**config.mk**
```make
export PLATFORM = sky130hd
export DESIGN_NAME = keyed_watchdog
export DESIGN_NICKNAME = d
export VERILOG_FILES = /design/src/rtl/wdt_pkg.sv /design/src/rtl/wdt_bus_decode.sv /design/src/rtl/wdt_ctrl_fsm.sv /design/src/rtl/wdt_counter.sv /design/src/rtl/keyed_watchdog.sv
export SDC_FILE = /design/constraint.sdc
export NUM_CORES = 1
export LEC_CHECK = 0
export ABC_AREA = 1
export BUFFER_PORTS_ARGS = -buffer_cell sky130_fd_sc_hd__buf_2
export CAP_MARGIN = 20
export CORE_MARGIN = 2
export CORE_UTILIZATION = 52
export CTS_BUF_LIST = sky130_fd_sc_hd__clkbuf_8 sky130_fd_sc_hd__clkbuf_16
export CTS_CLUSTER_SIZE = 12
export DETAILED_ROUTE_END_ITERATION = 16
export PLACE_DENSITY_LB_ADDON = 0.25
export SKIP_LAST_GASP = 1
export SLEW_MARGIN = 20
export SYNTH_ARGS = -nofsm -noshare
export SYNTH_HDL_FRONTEND = slang
export SYNTH_SLANG_ARGS = --single-unit
export TNS_END_PERCENT = 100
```
**constraint.sdc**
```tcl
create_clock -name clk -period 3.19 [get_ports clk]
set_input_delay 0.1595 -clock clk [delete_from_list [all_inputs] [get_ports clk]]
set_output_delay 0.1595 -clock clk [all_outputs]
set_load 0.01 [all_outputs]
```
**src/rtl/wdt_pkg.sv**
```systemverilog
package wdt_pkg;

    typedef enum logic [1:0] {
        ST_FRESH  = 2'd0,
        ST_ARMED  = 2'd1,
        ST_LOCKED = 2'd2
    } wdt_state_e;

    localparam logic [7:0] RESTART_KEY  = 8'hAC;
    localparam logic [7:0] MODE_AT_RST  = 8'h67;
    localparam logic [2:0] RSV_PATTERN  = 3'b011;

endpackage

```
**src/rtl/wdt_bus_decode.sv**
```systemverilog
module wdt_bus_decode
    import wdt_pkg::*;
(
    input  logic       wr_en_i,
    input  logic       wr_sel_i,
    input  logic [7:0] wr_data_i,
    input  logic       bit_acc_i,
    output logic       mode_wr_o,
    output logic       rsv_ok_o,
    output logic       key_ok_o,
    output logic       restart_bad_o,
    output logic       cnt_clr_o
);

    logic restart_wr;

    always_comb begin
        mode_wr_o     = wr_en_i && !wr_sel_i;
        restart_wr    = wr_en_i && wr_sel_i;
        rsv_ok_o      = (wr_data_i[7:5] == RSV_PATTERN);
        key_ok_o      = restart_wr && !bit_acc_i && (wr_data_i == RESTART_KEY);
        restart_bad_o = restart_wr && (bit_acc_i || (wr_data_i != RESTART_KEY));
        cnt_clr_o     = mode_wr_o || restart_wr;
    end

endmodule

```
**src/rtl/wdt_ctrl_fsm.sv**
```systemverilog
module wdt_ctrl_fsm
    import wdt_pkg::*;
(
    input  logic       clk,
    input  logic       rst_n,
    input  logic       mode_wr_i,
    input  logic       rsv_ok_i,
    input  logic       restart_bad_i,
    input  logic [7:0] wr_data_i,
    input  logic       ovf_i,
    output wdt_state_e state_o,
    output logic [7:0] mode_o,
    output logic       req_o
);

    wdt_state_e state_q, state_d;
    logic [7:0] mode_q, mode_d;
    logic       req_q, fault, req_d;

    // next-state and register-update decisions
    always_comb begin
        state_d = state_q;
        mode_d  = mode_q;
        fault   = 1'b0;
        unique case (state_q)
            ST_FRESH: begin
                if (mode_wr_i && !rsv_ok_i) begin
                    fault = 1'b1;
                end else if (mode_wr_i) begin
                    mode_d  = wr_data_i;
                    state_d = wr_data_i[4] ? ST_LOCKED : ST_ARMED;
                end
                if (restart_bad_i) fault = 1'b1;
            end
            ST_ARMED: begin
                if (mode_wr_i || restart_bad_i) fault = 1'b1;
            end
            ST_LOCKED: begin
                fault = 1'b0;
            end
            default: begin
                state_d = ST_FRESH;
            end
        endcase
        req_d = (fault || (ovf_i && (state_q != ST_LOCKED))) && !req_q;
    end

    // state register
    always_ff @(posedge clk or negedge rst_n) begin
        if (!rst_n) begin
            state_q <= ST_FRESH;
            mode_q  <= MODE_AT_RST;
        end else begin
            state_q <= state_d;
            mode_q  <= mode_d;
        end
    end

    // output register
    always_ff @(posedge clk or negedge rst_n) begin
        if (!rst_n) req_q <= 1'b0;
        else        req_q <= req_d;
    end

    assign state_o = state_q;
    assign mode_o  = mode_q;
    assign req_o   = req_q;

endmodule

```
**src/rtl/wdt_counter.sv**
```systemverilog
module wdt_counter #(
    parameter int BASE_EXP = 11,
    localparam int CNT_W   = BASE_EXP + 7
) (
    input  logic             clk,
    input  logic             rst_n,
    input  logic             slow_tick_i,
    input  logic             sys_tick_i,
    input  logic             lowpower_i,
    input  logic [1:0]       src_i,
    input  logic [2:0]       period_i,
    input  logic             run_en_i,
    input  logic             clr_i,
    output logic             ovf_o,
    output logic [CNT_W-1:0] cnt_o
);

    logic [CNT_W-1:0] cnt_q, limit;
    logic             tick, step;

    always_comb begin
        unique case (src_i)
            2'b00:   tick = slow_tick_i;
            2'b01:   tick = sys_tick_i;
            default: tick = 1'b0;
        endcase
        step  = tick && !lowpower_i && run_en_i;
        limit = {CNT_W{1'b1}} >> (3'd7 - period_i);
        ovf_o = step && (cnt_q == limit);
    end

    always_ff @(posedge clk or negedge rst_n) begin
        if (!rst_n)     cnt_q <= '0;
        else if (clr_i) cnt_q <= '0;
        else if (ovf_o) cnt_q <= '0;
        else if (step)  cnt_q <= cnt_q + 1'b1;
    end

    assign cnt_o = cnt_q;

endmodule

```
**src/rtl/keyed_watchdog.sv**
```systemverilog
module keyed_watchdog
    import wdt_pkg::*;
#(
    parameter int BASE_EXP = 11
) (
    input  logic       clk,
    input  logic       rst_n,
    input  logic       slow_tick_i,
    input  logic       sys_tick_i,
    input  logic       lowpower_i,
    input  logic       wr_en_i,
    input  logic       wr_sel_i,
    input  logic [7:0] wr_data_i,
    input  logic       bit_acc_i,
    output logic [7:0] mode_o,
    output logic       reset_req_o
);

    localparam int CNT_W = BASE_EXP + 7;

    logic             ev_mode_wr, ev_rsv_ok, ev_key_ok, ev_restart_bad, ev_cnt_clr;
    logic             ovf;
    logic [CNT_W-1:0] cnt_q;
    logic [7:0]       mode_q;
    wdt_state_e       state;

    wdt_bus_decode u_decode (
        .wr_en_i      (wr_en_i),
        .wr_sel_i     (wr_sel_i),
        .wr_data_i    (wr_data_i),
        .bit_acc_i    (bit_acc_i),
        .mode_wr_o    (ev_mode_wr),
        .rsv_ok_o     (ev_rsv_ok),
        .key_ok_o     (ev_key_ok),
        .restart_bad_o(ev_restart_bad),
        .cnt_clr_o    (ev_cnt_clr)
    );

    wdt_ctrl_fsm u_fsm (
        .clk          (clk),
        .rst_n        (rst_n),
        .mode_wr_i    (ev_mode_wr),
        .rsv_ok_i     (ev_rsv_ok),
        .restart_bad_i(ev_restart_bad),
        .wr_data_i    (wr_data_i),
        .ovf_i        (ovf),
        .state_o      (state),
        .mode_o       (mode_q),
        .req_o        (reset_req_o)
    );

    wdt_counter #(.BASE_EXP(BASE_EXP)) u_counter (
        .clk        (clk),
        .rst_n      (rst_n),
        .slow_tick_i(slow_tick_i),
        .sys_tick_i (sys_tick_i),
        .lowpower_i (lowpower_i),
        .src_i      (mode_q[4:3]),
        .period_i   (mode_q[2:0]),
        .run_en_i   (state != ST_LOCKED),
        .clr_i      (ev_cnt_clr),
        .ovf_o      (ovf),
        .cnt_o      (cnt_q)
    );

    assign mode_o = mode_q;

endmodule

```
==> reports/metrics.cfg <==
[placed_design]
final_hpwl_from_detailed_placement_um=3010
gpl.final_weighted_congestion=0.7978
io_buffers=24
postPlaceCellArea_um2=1933
pre_cts_ws_ps=1341

[clock_tree]
cts_num_sinks=29
cts-htree-levels=2
tritoncts=yes
post_cts_buffers=0
cts.path.max_buffers=2
clock_pin_slew_worst_setup_and_hold_paths_ps=70
cts_buffers=5
cts-root-buf=sky130_fd_sc_hd__clkbuf_8
clock_latency_late_sink_ps=290

[timing]
finalMaxSlewViolations=0
max_slew_margin_pct=57.11
maxClockFrequency_ghz=0.5333
tightest_slew_ps=643.3
timing.final.hold_violations=0
postLayoutSetupSlackWorst_ps=1315
unrepaired_setup_endpoints_after_global_routing=false
layout_worst_path_cycle_share_pct=58.78
layout_min_cycle_time_ps=1875
finalSetupTns_ps=0
fin_worst_skew_ps=13.51
final-setup-viol-count=0

[setup_path]
path_common_cell=sky130_fd_sc_hd__nor2_1
r2r_setup_slk_ps=1310
largest_stage_delay_worst_path_ps=350
crit_path_start_kind=flop
reg2regPathDepth=9
critical_register_to_register_path_endpoint=u_counter.cnt_o[3]
crit_required_ps=3350
timing.critical_path.depth=9
worst_setup_path_category=reg2reg
worst_path_dominant_cell_family=simple AND/OR/NAND/NOR gates
rr_startpoint=u_fsm.state_o[0]
worst-path-max-fanout=14
cp.buffers_inverters=2
worst_ep_arrival_time_ps=2040
crit_path_end_kind=flop
crit_path_slowest_cell=sky130_fd_sc_hd__nand2_1
crit_path_cell_trace=inv_1 > ha_1 > nor2_1 > nand2_1 > nand2_1 > inv_1 > nor2_1 > xor2_1 > nor2_1

[detailed_routing]
route.detailed.wl_per_inst_um=11.82
route.vias.total=1612
antenna_violating_nets_post_route=0
drt_pass1_iterations=4
drc_violation_count_after_routing=0
detail_route.vias_per_cell=4.885
drt_first_iter_violations=99
routed_wirelength_um=3902

[floorplanning]
die_area_um2=3949
die_width_um=62.84
io-pin-count=25
chipHeight_um=62.84
placeableCoreArea_um2=3337
initial_utilization_pct=53.96
row_count=21

[yosys]
syn_inst=255
synth.cells.most_frequent=73 x sky130_fd_sc_hd__nand2_1, 38 x sky130_fd_sc_hd__nor2_1, 36 x sky130_fd_sc_hd__inv_1
synthesis.area_per_instance_um2=7.061
yosysUniqueCellTypes=27
synth_top_area_cell=sky130_fd_sc_hd__dfrtp_1
synthDominantCellAreaShare_pct=33.36
post_synth_edffs=0
yosys_most_used_dff=sky130_fd_sc_hd__dfrtp_1
async_flop_share_pct=100.0
synth_warnings=0
synthesis.area_um2=1800
synth_sequential_area_ratio_pct=40.65
synth.top_cells.by_area=sky130_fd_sc_hd__dfrtp_1 33%, sky130_fd_sc_hd__nand2_1 15%, sky130_fd_sc_hd__nor2_1 7.9%, sky130_fd_sc_hd__inv_1 7.5%, sky130_fd_sc_hd__dfstp_2 7.3%
ys_seq_elements=29
yosysMostFrequentCell=sky130_fd_sc_hd__nand2_1
syn_nets=275

[power]
internal_power_uw=815.4
power_density_cells_nw_per_um2=587.1
total_power_mw=1.211
seq_power_share_pct=41.4
power.switching_uw=396.0
clock_power_share_pct=32.7
sw_frac_of_total_pct=32.69
combPwrFrac_pct=25.9
worst_ir_drop_vdd_uv=447.3
cellLeakagePower_nw=1.033

[min_path]
worst_hold_startpoint=wr_data_i[0]
worst_hold_path.num_cells=3
worstHoldEndpoint=u_fsm.mode_o[0]
worst_hold_path_type=in2reg

[finish]
nets=303
finalInstanceArea_um2=2063
antenna_cells_inserted=0
finish.utilization_pct=61.83
layout-drive-gt1-share_pct=17.25
syn2layout_area_growth_pct=14.59

[global_routing]
global_route.usage.total_pct=22.17
wire_length_of_the_first_global_routing_pass_um=6817
antenna_violations_before_repair=0
overflow=0
first_global_vias=1587
largest_net_degree_at_the_start_of_global_routing=30

[run]
max-cap-violations=0

[run_status]
status=completed

worst max-delay path by stage:
stage	end	slack [ps]	start
finish	u_counter.cnt_o[3]	1310	u_fsm.state_o[0]
global route	u_counter.cnt_o[3]	1090	u_fsm.state_o[0]
CTS	u_counter.cnt_o[3]	1310	u_fsm.state_o[0]
detailed placement	u_counter.cnt_o[3]	1340	u_fsm.state_o[0]
global placement	u_counter.cnt_o[3]	1440	u_fsm.state_o[0]
floorplan	u_counter.cnt_o[4]	1660	u_fsm.mode_o[1]
state kept, by name, indices dropped and copies added, names as in the netlist:
signal	flops
u_fsm.req_o	1
u_counter.cnt_o	18
u_fsm.state_o	2
u_fsm.mode_o	8
metal layers:
layer  global-route usage (%)  routed length (um)  part of all wire, %
met1                    28.02                1861                   48
met5                        0                   0                    0
met4                    7.500                  63                  1.6
met3                    5.946                 124                  3.2
met2                    36.83                1851                   47
repair_timing:
item | 4_1_cts | 5_1_grt
setup endpoints to repair | 0 | 0
hold buffers | 1 | 0
resized for setup | 0 | 0
hold endpoints to repair | 24 | 0
stage by stage:
step | hold WS, ps | std cells
after detailed placement | 225.4 | 321
final | 67.57 | 330
after global routing | 68.77 | 330
after CTS | 60.99 | 330
after floorplan | -136.1 | 255
after global placement | 216.9 | 321
cells in the final DEF, fill, tap and decap left out, types with 2 or more instances in the layout:
cell type	n
sky130_fd_sc_hd__nand2_1	73
sky130_fd_sc_hd__nor2_1	38
sky130_fd_sc_hd__inv_1	36
sky130_fd_sc_hd__buf_2	24
sky130_fd_sc_hd__dfrtp_1	24
sky130_fd_sc_hd__nand3_1	18
sky130_fd_sc_hd__o21ai_0	10
sky130_fd_sc_hd__nor3_1	9
sky130_fd_sc_hd__a21oi_1	6
sky130_fd_sc_hd__clkbuf_8	6
sky130_fd_sc_hd__nand4_1	5
sky130_fd_sc_hd__xor2_1	5
sky130_fd_sc_hd__dfstp_2	5
sky130_fd_sc_hd__nor2_2	4
sky130_fd_sc_hd__ha_1	4
sky130_fd_sc_hd__nor4_1	2
sky130_fd_sc_hd__nand2_2	2
sky130_fd_sc_hd__or2_2	2
area by class of cell:
type                    instances  area (um2)
fillers                       330        1274
multi-input cells             185       884.6
flip-flops and latches         29       732.0
inverters                      37       138.9
repair buffers                 25       130.1
clock buffers                   6       82.58
well taps                      46       57.56
clock inverters                 2       37.54
cell families after synthesis:
family / share of synthesized area, %
xor+xnor: 2.919
simple gates: 37.80
buf+inv: 10.22
compound gates: 5.630
fa+ha+maj: 2.780
flops: 40.65
worst reg2reg max path: stages (launching register included):
cell and delay, ps:
sky130_fd_sc_hd__dfrtp_1 340, sky130_fd_sc_hd__inv_1 70, sky130_fd_sc_hd__ha_1 200, sky130_fd_sc_hd__nor2_1 100, sky130_fd_sc_hd__nand2_1 70, sky130_fd_sc_hd__nand2_1 350, sky130_fd_sc_hd__inv_1 230, sky130_fd_sc_hd__nor2_1 170
sky130_fd_sc_hd__xor2_1 160, sky130_fd_sc_hd__nor2_1 50
power groups by stage:
stage,clock network (mW),registers [mW],logic (mW)
3_5_place_dp,0,0.507,0.316
6_report,0.396,0.501,0.314
5_1_grt,0.425,0.511,0.363
2_1_floorplan,0,0.498,0.236
3_3_place_gp,0,0.504,0.301
4_1_cts,0.406,0.501,0.318
Note: power is estimated with default switching activity, not from simulation.
